### config.mk
export PLATFORM = sky130hd
export DESIGN_NAME = pbus_init_resp
export DESIGN_NICKNAME = d
export VERILOG_FILES = /design/src/rtl/hs_pkg.sv /design/src/rtl/hs_sync.sv /design/src/rtl/hs_lane_parity.sv /design/src/rtl/hs_ctrl.sv /design/src/rtl/pbus_init_resp.sv
export SDC_FILE = /design/constraint.sdc
export NUM_CORES = 1
export LEC_CHECK = 0
export ABC_AREA = 1
export BUFFER_PORTS_ARGS = -buffer_cell sky130_fd_sc_hd__clkbuf_2
export CAP_MARGIN = 10
export CORE_AREA = 3 3 97 62
export DETAILED_ROUTE_END_ITERATION = 16
export DIE_AREA = 0 0 100 65
export MAX_ROUTING_LAYER = met4
export PLACE_DENSITY = 0.83
export RECOVER_POWER = 100
export SETUP_SLACK_MARGIN = 0.15
export SYNTH_ARGS = -nofsm -noshare
export SYNTH_HDL_FRONTEND = slang
export SYNTH_SLANG_ARGS = --single-unit
### constraint.sdc
create_clock -name clk -period 5.08 [get_ports clk]
set_input_delay 0 -clock clk [delete_from_list [all_inputs] [get_ports clk]]
set_output_delay 0 -clock clk [all_outputs]
set_load 0.02 [all_outputs]
### src/rtl/hs_pkg.sv
package hs_pkg;
  typedef struct packed {
    logic msg;
    logic cd;
    logic io;
  } phase_t;

  typedef enum logic [2:0] {
    ST_IDLE,
    ST_MISM,
    ST_RX,
    ST_TXW,
    ST_SET,
    ST_ACK
  } hs_state_e;
endpackage

### src/rtl/hs_sync.sv
module hs_sync #(
  parameter int W = 4
) (
  input  logic         clk,
  input  logic         rst_n,
  input  logic [W-1:0] d,
  output logic [W-1:0] q
);
  for (genvar i = 0; i < W; i++) begin : g_bit
    logic meta_q;
    logic stab_q;
    always_ff @(posedge clk or negedge rst_n) begin
      if (!rst_n) begin
        meta_q <= 1'b0;
        stab_q <= 1'b0;
      end else begin
        meta_q <= d[i];
        stab_q <= meta_q;
      end
    end
    assign q[i] = stab_q;
  end
endmodule

### src/rtl/hs_lane_parity.sv
module hs_lane_parity #(
  parameter int LANES = 2,
  parameter int LW    = 8
) (
  input  logic [LANES*LW-1:0] data,
  output logic [LANES-1:0]    odd_bit
);
  for (genvar i = 0; i < LANES; i++) begin : g_lane
    assign odd_bit[i] = ~^data[i*LW +: LW];
  end
endmodule

### src/rtl/hs_ctrl.sv
module hs_ctrl
  import hs_pkg::*;
#(
  parameter int SETTLE_W = 4
) (
  input  logic                clk,
  input  logic                rst_n,
  input  logic                req_s,
  input  phase_t              phase_s,
  input  phase_t              exp_phase,
  input  logic                mism_clr,
  input  logic                rx_ready,
  input  logic                tx_valid,
  input  logic [SETTLE_W-1:0] settle,
  output logic                ack,
  output logic                rx_valid,
  output logic                tx_ready,
  output logic                tx_load,
  output logic                cap,
  output logic                oe,
  output phase_t              phase_q,
  output logic                phase_valid,
  output logic                mism
);
  hs_state_e           state_q, state_n;
  logic [SETTLE_W-1:0] cnt_q, cnt_n;
  phase_t              phase_n;
  logic                pv_q, pv_n;
  logic                oe_q, oe_n;
  logic                ack_q, ack_n;
  logic                req_d;
  logic                req_rise;

  assign req_rise = req_s & ~req_d;

  always_comb begin
    state_n = state_q;
    cnt_n   = cnt_q;
    phase_n = phase_q;
    pv_n    = pv_q;
    oe_n    = oe_q;
    case (state_q)
      ST_IDLE: begin
        if (req_rise) begin
          phase_n = phase_s;
          pv_n    = 1'b1;
          if (phase_s != exp_phase) state_n = ST_MISM;
          else if (phase_s.io)      state_n = ST_RX;
          else                      state_n = ST_TXW;
        end
      end
      ST_MISM: begin
        if (mism_clr) state_n = phase_q.io ? ST_RX : ST_TXW;
      end
      ST_RX: begin
        if (rx_ready) state_n = ST_ACK;
      end
      ST_TXW: begin
        if (tx_valid) begin
          state_n = ST_SET;
          cnt_n   = settle;
          oe_n    = 1'b1;
        end
      end
      ST_SET: begin
        if (cnt_q == '0) state_n = ST_ACK;
        else             cnt_n   = cnt_q - 1'b1;
      end
      ST_ACK: begin
        if (!req_s) begin
          state_n = ST_IDLE;
          oe_n    = 1'b0;
        end
      end
      default: state_n = ST_IDLE;
    endcase
    ack_n = (state_n == ST_ACK);
  end

  always_ff @(posedge clk or negedge rst_n) begin
    if (!rst_n) begin
      state_q <= ST_IDLE;
      cnt_q   <= '0;
      phase_q <= '0;
      pv_q    <= 1'b0;
      oe_q    <= 1'b0;
      ack_q   <= 1'b0;
      req_d   <= 1'b0;
    end else begin
      state_q <= state_n;
      cnt_q   <= cnt_n;
      phase_q <= phase_n;
      pv_q    <= pv_n;
      oe_q    <= oe_n;
      ack_q   <= ack_n;
      req_d   <= req_s;
    end
  end

  assign ack         = ack_q;
  assign oe          = oe_q;
  assign phase_valid = pv_q;
  assign rx_valid    = (state_q == ST_RX);
  assign tx_ready    = (state_q == ST_TXW);
  assign tx_load     = (state_q == ST_TXW) & tx_valid;
  assign cap         = (state_q == ST_IDLE) & req_rise & phase_s.io;
  assign mism        = (state_q == ST_MISM);

  assert_phase_hold_R2: assert property (@(posedge clk) disable iff (!rst_n)
    !req_rise |=> $stable(phase_q));
  assert_rx_ack_after_accept_R3: assert property (@(posedge clk) disable iff (!rst_n)
    ($rose(ack) && phase_q.io) |-> $past(rx_valid && rx_ready));
  assert_ack_rise_needs_req_R4: assert property (@(posedge clk) disable iff (!rst_n)
    $rose(ack) |-> req_s);
  assert_ack_fall_after_req_low_R4: assert property (@(posedge clk) disable iff (!rst_n)
    $fell(ack) |-> !$past(req_s));
  assert_mism_clear_by_local_R7: assert property (@(posedge clk) disable iff (!rst_n)
    $fell(mism) |-> $past(mism_clr));
endmodule

### src/rtl/pbus_init_resp.sv
module pbus_init_resp
  import hs_pkg::*;
#(
  parameter int LANES    = 2,
  parameter int LW       = 8,
  parameter int SETTLE_W = 4,
  localparam int DW      = LANES * LW
) (
  input  logic                clk,
  input  logic                rst_n,
  input  logic                wide_en,
  input  logic [SETTLE_W-1:0] settle_cycles,
  input  logic [2:0]          exp_phase,
  input  logic                bus_req_i,
  input  logic                bus_cd_i,
  input  logic                bus_io_i,
  input  logic                bus_msg_i,
  input  logic [DW-1:0]       bus_data_i,
  input  logic [LANES-1:0]    bus_par_i,
  output logic                bus_ack_o,
  output logic [DW-1:0]       bus_data_o,
  output logic [LANES-1:0]    bus_par_o,
  output logic                bus_data_oe_o,
  output logic                rx_valid_o,
  input  logic                rx_ready_i,
  output logic [DW-1:0]       rx_data_o,
  input  logic                tx_valid_i,
  output logic                tx_ready_o,
  input  logic [DW-1:0]       tx_data_i,
  output logic [2:0]          phase_o,
  output logic                phase_valid_o,
  output logic                phase_mismatch_o,
  input  logic                mismatch_clr_i,
  output logic                parity_err_o
);
  logic           rst_m, rst_int;
  logic [3:0]     sync_q;
  phase_t         phase_s, phase_q;
  logic           cap, tx_load, oe;
  logic [LANES-1:0] lane_en, rx_gen, tx_gen;
  logic [DW-1:0]  lane_mask;
  logic [DW-1:0]  rx_q, rx_n, tx_q, tx_n;
  logic           perr_q, perr_n;

  always_ff @(posedge clk or negedge rst_n) begin
    if (!rst_n) begin
      rst_m   <= 1'b0;
      rst_int <= 1'b0;
    end else begin
      rst_m   <= 1'b1;
      rst_int <= rst_m;
    end
  end

  hs_sync #(.W(4)) u_sync (
    .clk   (clk),
    .rst_n (rst_int),
    .d     ({bus_req_i, bus_msg_i, bus_cd_i, bus_io_i}),
    .q     (sync_q)
  );
  assign phase_s = phase_t'(sync_q[2:0]);

  for (genvar i = 0; i < LANES; i++) begin : g_mask
    if (i == 0) begin : g_base
      assign lane_en[i] = 1'b1;
    end else begin : g_upper
      assign lane_en[i] = wide_en;
    end
    assign lane_mask[i*LW +: LW] = {LW{lane_en[i]}};
  end

  hs_ctrl #(.SETTLE_W(SETTLE_W)) u_ctrl (
    .clk         (clk),
    .rst_n       (rst_int),
    .req_s       (sync_q[3]),
    .phase_s     (phase_s),
    .exp_phase   (phase_t'(exp_phase)),
    .mism_clr    (mismatch_clr_i),
    .rx_ready    (rx_ready_i),
    .tx_valid    (tx_valid_i),
    .settle      (settle_cycles),
    .ack         (bus_ack_o),
    .rx_valid    (rx_valid_o),
    .tx_ready    (tx_ready_o),
    .tx_load     (tx_load),
    .cap         (cap),
    .oe          (oe),
    .phase_q     (phase_q),
    .phase_valid (phase_valid_o),
    .mism        (phase_mismatch_o)
  );

  hs_lane_parity #(.LANES(LANES), .LW(LW)) u_rx_par (
    .data    (bus_data_i),
    .odd_bit (rx_gen)
  );
  hs_lane_parity #(.LANES(LANES), .LW(LW)) u_tx_par (
    .data    (tx_q),
    .odd_bit (tx_gen)
  );

  always_comb begin
    rx_n   = rx_q;
    tx_n   = tx_q;
    perr_n = perr_q;
    if (cap) begin
      rx_n = bus_data_i & lane_mask;
      if (|(lane_en & (bus_par_i ^ rx_gen))) perr_n = 1'b1;
    end
    if (tx_load) tx_n = tx_data_i & lane_mask;
  end

  always_ff @(posedge clk or negedge rst_int) begin
    if (!rst_int) begin
      rx_q   <= '0;
      tx_q   <= '0;
      perr_q <= 1'b0;
    end else begin
      rx_q   <= rx_n;
      tx_q   <= tx_n;
      perr_q <= perr_n;
    end
  end

  assign rx_data_o     = rx_q;
  assign bus_data_o    = tx_q;
  assign bus_par_o     = tx_gen & lane_en;
  assign bus_data_oe_o = oe;
  assign phase_o       = phase_q;
  assign parity_err_o  = perr_q;

  assert_tx_data_stable_R8: assert property (@(posedge clk) disable iff (!rst_int)
    (oe && $past(oe)) |-> $stable(bus_data_o));
  assert_parity_sticky_R9: assert property (@(posedge clk) disable iff (!rst_int)
    parity_err_o |=> parity_err_o);
  assert_narrow_upper_zero_R10: assert property (@(posedge clk) disable iff (!rst_int)
    (!wide_en && $past(!wide_en) && $rose(oe)) |-> (bus_data_o[DW-1:LW] == '0));
endmodule

==> Word-level counts from Yosys, hierarchy flattened <==
Cells that the tools add are included.
{ "totals": {"input_bits": 51, "output_inout_bits": 44, "regBits": 57} }
{ "classes": {"n_reduce_logical": 13, "bitwise_logic": 10, "muxes": 16, "n_eq_ne": 10, "addsub": 1} }
{ "ops": {"columns": ["cell", "n"], "rows": [
  ["$and 16x16->16", 2],
  ["$reduce_xnor 8->1", 4],
  ["$mux 3", 7],
  ["$pmux 3 s6", 1],
  ["$eq 3x3->1 const B", 3],
  ["$mux 4", 2],
  ["$pmux 4 s2", 1],
  ["$eq 3x2->1 const B", 2],
  ["$ne 2x2->1 const B", 3],
  ["$reduce_and 3->1", 2],
  ["$and 1x1->1", 4],
  ["$and 2x2->2", 2],
  ["$logic_not 4->1", 1],
  ["$mux 1", 4],
  ["$reduce_and 2->1", 2],
  ["$reduce_bool 2->1", 2],
  ["$sub 4x1->4 const B", 1],
  ["$eq 3x1->1 const B", 1],
  ["$logic_not 3->1", 1],
  ["$ne 3x3->1", 1],
  ["$pmux 1 s2", 1],
  ["$reduce_or 2->1", 1],
  ["$xor 2x2->2", 1],
  ["$not 1->1", 1]
]} }

==> Logic depth before layout (Yosys ltp) <==
{ "logic_depth": {"word_depth": 5, "mapped_depth": 13, "depth_no_buf": 13} }

==> By module <==
A second synthesis with hierarchy kept.
{ "hier_totals": {"hier_cells": 427, "hier_area_um2": 3072.9} }
{ "modules_own_cells": {"columns": ["mod", "area_per_inst_um2", "seq_area_each_um2", "cells_each", "instances"], "rows": [
  ["pbus_init_resp", 1416.4, 875.8, 155, 1],
  ["hs_ctrl", 845.8, 350.3, 112, 1],
  ["hs_lane_parity", 290.3, 0.0, 74, 2],
  ["hs_sync", 230.2, 200.2, 12, 1]
]} }

==> Least setup slack after synthesis <==
No wires, ideal clock.
{ "synth_path": {"kind": "reg-to-reg", "from": "reg u_ctrl.state_q[1]", "to": "reg rx_q[12] (netlist: rx_data_o[12])", "arrival_time_ns": 1.218, "period_less_slack_ns": 1.336, "path_stages_with_launch": 8, "slack_ns": 3.744, "path_cell_list": "dfrtp_1 > nor2_2 > nand2_1 > nor2_4 > nand2_4 > buf_6 > nand2_1 > o21ai_2"} }
{ "synth_via": {"elab_chain_cells": 3} }
{ "synth_lines": {"columns": ["item", "line_no", "source"], "rows": [
  ["start: declaration", "hs_ctrl.sv:25", "hs_state_e state_q, state_n;"],
  ["start signal: assignment", "hs_ctrl.sv:90", "state_q <= state_n;"],
  ["$logic_not 3->1", "hs_ctrl.sv:106", "assign cap = (state_q == ST_IDLE) & req_rise & phase_s.io;"],
  ["$and 1x1->1 (2 in series)", "hs_ctrl.sv:106", null],
  ["end signal: assignment", "pbus_init_resp.sv:119", "rx_q <= rx_n;"],
  ["end: declaration", "pbus_init_resp.sv:42", "logic [DW-1:0] rx_q, rx_n, tx_q, tx_n;"]
]} }
Every way passes these cells.
A chain may end at the register's enable or synchronous reset.

==> impl_metrics.yaml <==
placed_design:
  dp_hpwl_um: 4890
  port-buffer-count: 94
  dpl_cell_area_um2: 3280
  placed_cells: 489
  gp_congestion: 0.833
grt:
  grt_pass1_wl_um: 12000
  grt_pass1_vias: 2653
  gr-usage-all-layers: 0.246
  grt_max_degree: 33
  grt_antenna_before_repair: 0
  overflow: 0
critical_path:
  cp.arrival_ns: 2.54
  reg2reg_from: "rst_int"
  r2r_end: "bus_data_o[2]"
  r2r_setup_slack_ns: 2.68
  crit_type: "reg2async"
  crit_required_ns: 5.22
  slowest_stage: "clkbuf_1"
  endpoint_kind: "asynchronous set/reset pin"
  path_cells: "clkbuf_1"
  crit_buf_inv: 1
  cpLargestDelayFamily: "buffers and inverters"
  critPathMaxFanout: 32
  critPathLaunchType: "flip-flop"
  slowest_delay_ns: 1.25
  reg2reg_depth: 1
timing:
  fmax_mhz: 417
  worstMarginPinSlew_ns: 1.63
  setup_tns_ns: 0
  period_minus_slack_ns: 2.40
  drv_slew: 33
  period_share: 0.472
  finalClockSkew_ns: 0.00771
  rsz0062_at_grt: "no"
  setup_violations: 0
  slew_headroom: -0.0845
  final-hold-violation-count: 0
clock_tree:
  cts.clk_slew.worst_paths_ns: 0.07
  clk-insertion-delay-late_ns: 0.34
  cts_tree: "yes"
  htree_levels: 3
  cts_made_buffers: 9
  post_cts_resized: 0
  clock_path_buffers: 2
  cts.sinks: 57
  cts_root_buffer: "clkbuf_8"
finish:
  nFillCells: 403
  diodes: 0
  drive_gt1_frac: 0.150
  final-seq-area_um2: 1430
  final_cells: 546
  layout.nets: 527
  areaGrowthSynthToFinish_pct: 37.8
  final_area_um2: 3800
  multiInputGateArea_um2: 1100
detailed_routing:
  wl_um: 7100
  drt-initial-drc-count: 106
  remaining_drc_errors: 0
  vias: 2658
  ant_nets: 0
  vias_per_cell: 4.87
  dr.pass1.iters: 4
  routedWlPerCell_um: 13.0
synthesis:
  ys_seq_area_frac: 0.518
  syn-num-nets: 386
  ys_warn_count: 0
  ys_types: 34
  syn_area_um2: 2750
  syn-mean-instance-area_um2: 8.25
  ys_ff_latch: 57
  synth_cells: 334
worst_hold_path:
  worstHoldPathCells: 4
  holdPathEnd: "u_ctrl.state_q[1]"
  hp-class: "in2reg"
  min_from: "mismatch_clr_i"
floorplanning:
  die_area_um2: 6500
  fp.dieH_um: 65
  start_util: 0.542
  fp.dieW_um: 100
  io_pins: 95
  rows: 20
  coreArea_um2: 5080
power:
  leakage_nw: 2.00
  ir_worst_vdd_uv: 333
  power_w: 0.00212
  powerDensity_nw_per_um2: 559
outcome:
  outcome: "complete, but fails checks"
  violations: "max-capacitance violations, max-slew violations"
job:
  max-cap-violations: 1
==> metrics by stage <==
step	setup WS [ns]	hold slack [ns]	util
global route	2.17	0.0590	0.747
detailed placement	3.53	-0.211	0.645
finish	2.68	0.0374	0.747
floorplan	3.38	-0.296	-
global placement	3.59	-0.214	0.645
CTS	3.24	0.0177	0.771
==> area by class of cell <==
class                      count  share of cell area
sequential                    57               0.376
multi-input combinational    238               0.291
timing repair buffer         136               0.219
inverter                      33              0.0326
clock buffer                  10              0.0363
tap                           66              0.0218
clock inverter                 6              0.0241
==> repair_timing <==
action,4_1_cts,5_1_grt
endpoints found under the hold margin,41,0
setup buffers,0,0
hold buffers,41,0
==> power by group <==
part           internal [W]  switching, W
sequential         0.000617      0.000136
combinational      0.000312      0.000582
clock              0.000290      0.000186
==> state kept, by name, summed over array words and instances, names as in the netlist, 3 cells and up <==
name                 count
bus_data_o              16
rx_data_o               16
u_ctrl.cnt_q             4
u_sync.g_bit.meta_q      4
u_sync.g_bit.stab_q      4
u_ctrl.phase_q           3
u_ctrl.state_q           3
==> kinds of logic (layout without fill, tap and decap cells) <==
logic type / count (synthesis) / after routing / share of synthesized area
and+or+nand+nor: 180 / 180 / 0.266
DFF: 57 / 57 / 0.518
buffers and inverters: 39 / 185 / 0.0595
AOI/OAI and AO/OA: 33 / 33 / 0.0768
xor gates and xnor gates: 22 / 22 / 0.0700
adders and majority gates: 1 / 1 / 0.00454
other: 1 / 1 / 0.00136
muxes: 1 / 1 / 0.00363
==> synth_stat cells <==
cell type,count,area (µm²)
nand2_1,146,548
dfrtp_1,57,1430
inv_1,27,101
nor2_1,15,56.3
xnor2_1,14,123
o21ai_1,11,55.1
xor2_1,8,70.1
o21ai_2,7,61.3
nand3_1,6,30.0
o21ai_0,6,30.0
a21oi_1,5,25.0
inv_2,5,18.8
buf_2,2,10.0
buf_6,2,22.5
clkbuf_1,2,7.51
nand2_2,2,12.5
or2_2,2,12.5
a211o_1,1,8.76
a211oi_1,1,7.51
a41oi_2,1,16.3
and2_1,1,6.26
clkinv_1,1,3.75
conb_1,1,3.75
ha_1,1,12.5
mux2i_1,1,10.0
nand2_4,1,11.3
nand3_2,1,10.0
nand3b_1,1,7.51
nand4_1,1,6.26
nor2_2,1,6.26
nor2_4,1,11.3
nor3_1,1,5.00
nor3_2,1,10.0
o211ai_1,1,7.51
==> how the worst max path moves through the flow <==
stage	slack [ns]	endpoint	from	depth (start not counted)
after floorplan	3.38	bus_data_o[0]	rst_int	0
after global placement	3.59	rx_data_o[6]	u_ctrl.state_q[1]	7
after detailed placement	3.53	rx_data_o[5]	u_ctrl.state_q[1]	7
final	2.68	bus_data_o[2]	rst_int	1
after global routing	2.17	u_ctrl.cnt_q[2]	rst_int	1
after CTS	3.24	u_ctrl.state_q[0]	u_ctrl.cnt_q[0]	7
==> worst min-delay path, delay by kind of cell <==
| kind | cells | cell delay (ns) |
|---|---|---|
| AO/OA/AOI/OAI | 2 | 0.18 |
| buffers and inverters | 1 | 0.10 |
| AND/OR/NAND/NOR | 1 | 0.05 |
==> cells in the final DEF, fill, tap and decap left out <==
cell / instances
xor2_1: 8
conb_1: 1
xnor2_1: 14
nor2_1: 16
nand3_1: 7
inv_2: 2
a21oi_1: 5
a41oi_1: 1
o21ai_0: 19
nand4_1: 1
clkbuf_2: 50
clkbuf_1: 45
inv_1: 29
nor3_2: 1
nand3b_1: 1
and2_0: 1
o21ai_1: 5
clkinv_4: 1
bufinv_16: 2
nor2_2: 1
dlygate4sd3_1: 41
nor3_1: 1
o211ai_1: 1
clkinvlp_4: 3
ha_1: 1
a211o_1: 1
nand2_1: 149
or2_2: 2
clkbuf_8: 10
mux2i_1: 1
a211oi_1: 1
clkinv_1: 2
dfrtp_1: 57
==> metal layers <==
| layer | wire length (µm) | GRT usage | up-vias | share of wire |
|---|---|---|---|---|
| li1 | - | - | 1306 | - |
| met1 | 3140 | 0.305 | 1232 | 0.44 |
| met2 | 3340 | 0.393 | 108 | 0.47 |
| met3 | 528 | 0.0785 | 12 | 0.074 |
| met4 | 89 | 0.0655 | 0 | 0.013 |
| met5 | 0 | - | - | 0 |
Power figures use the tool's default switching activity.
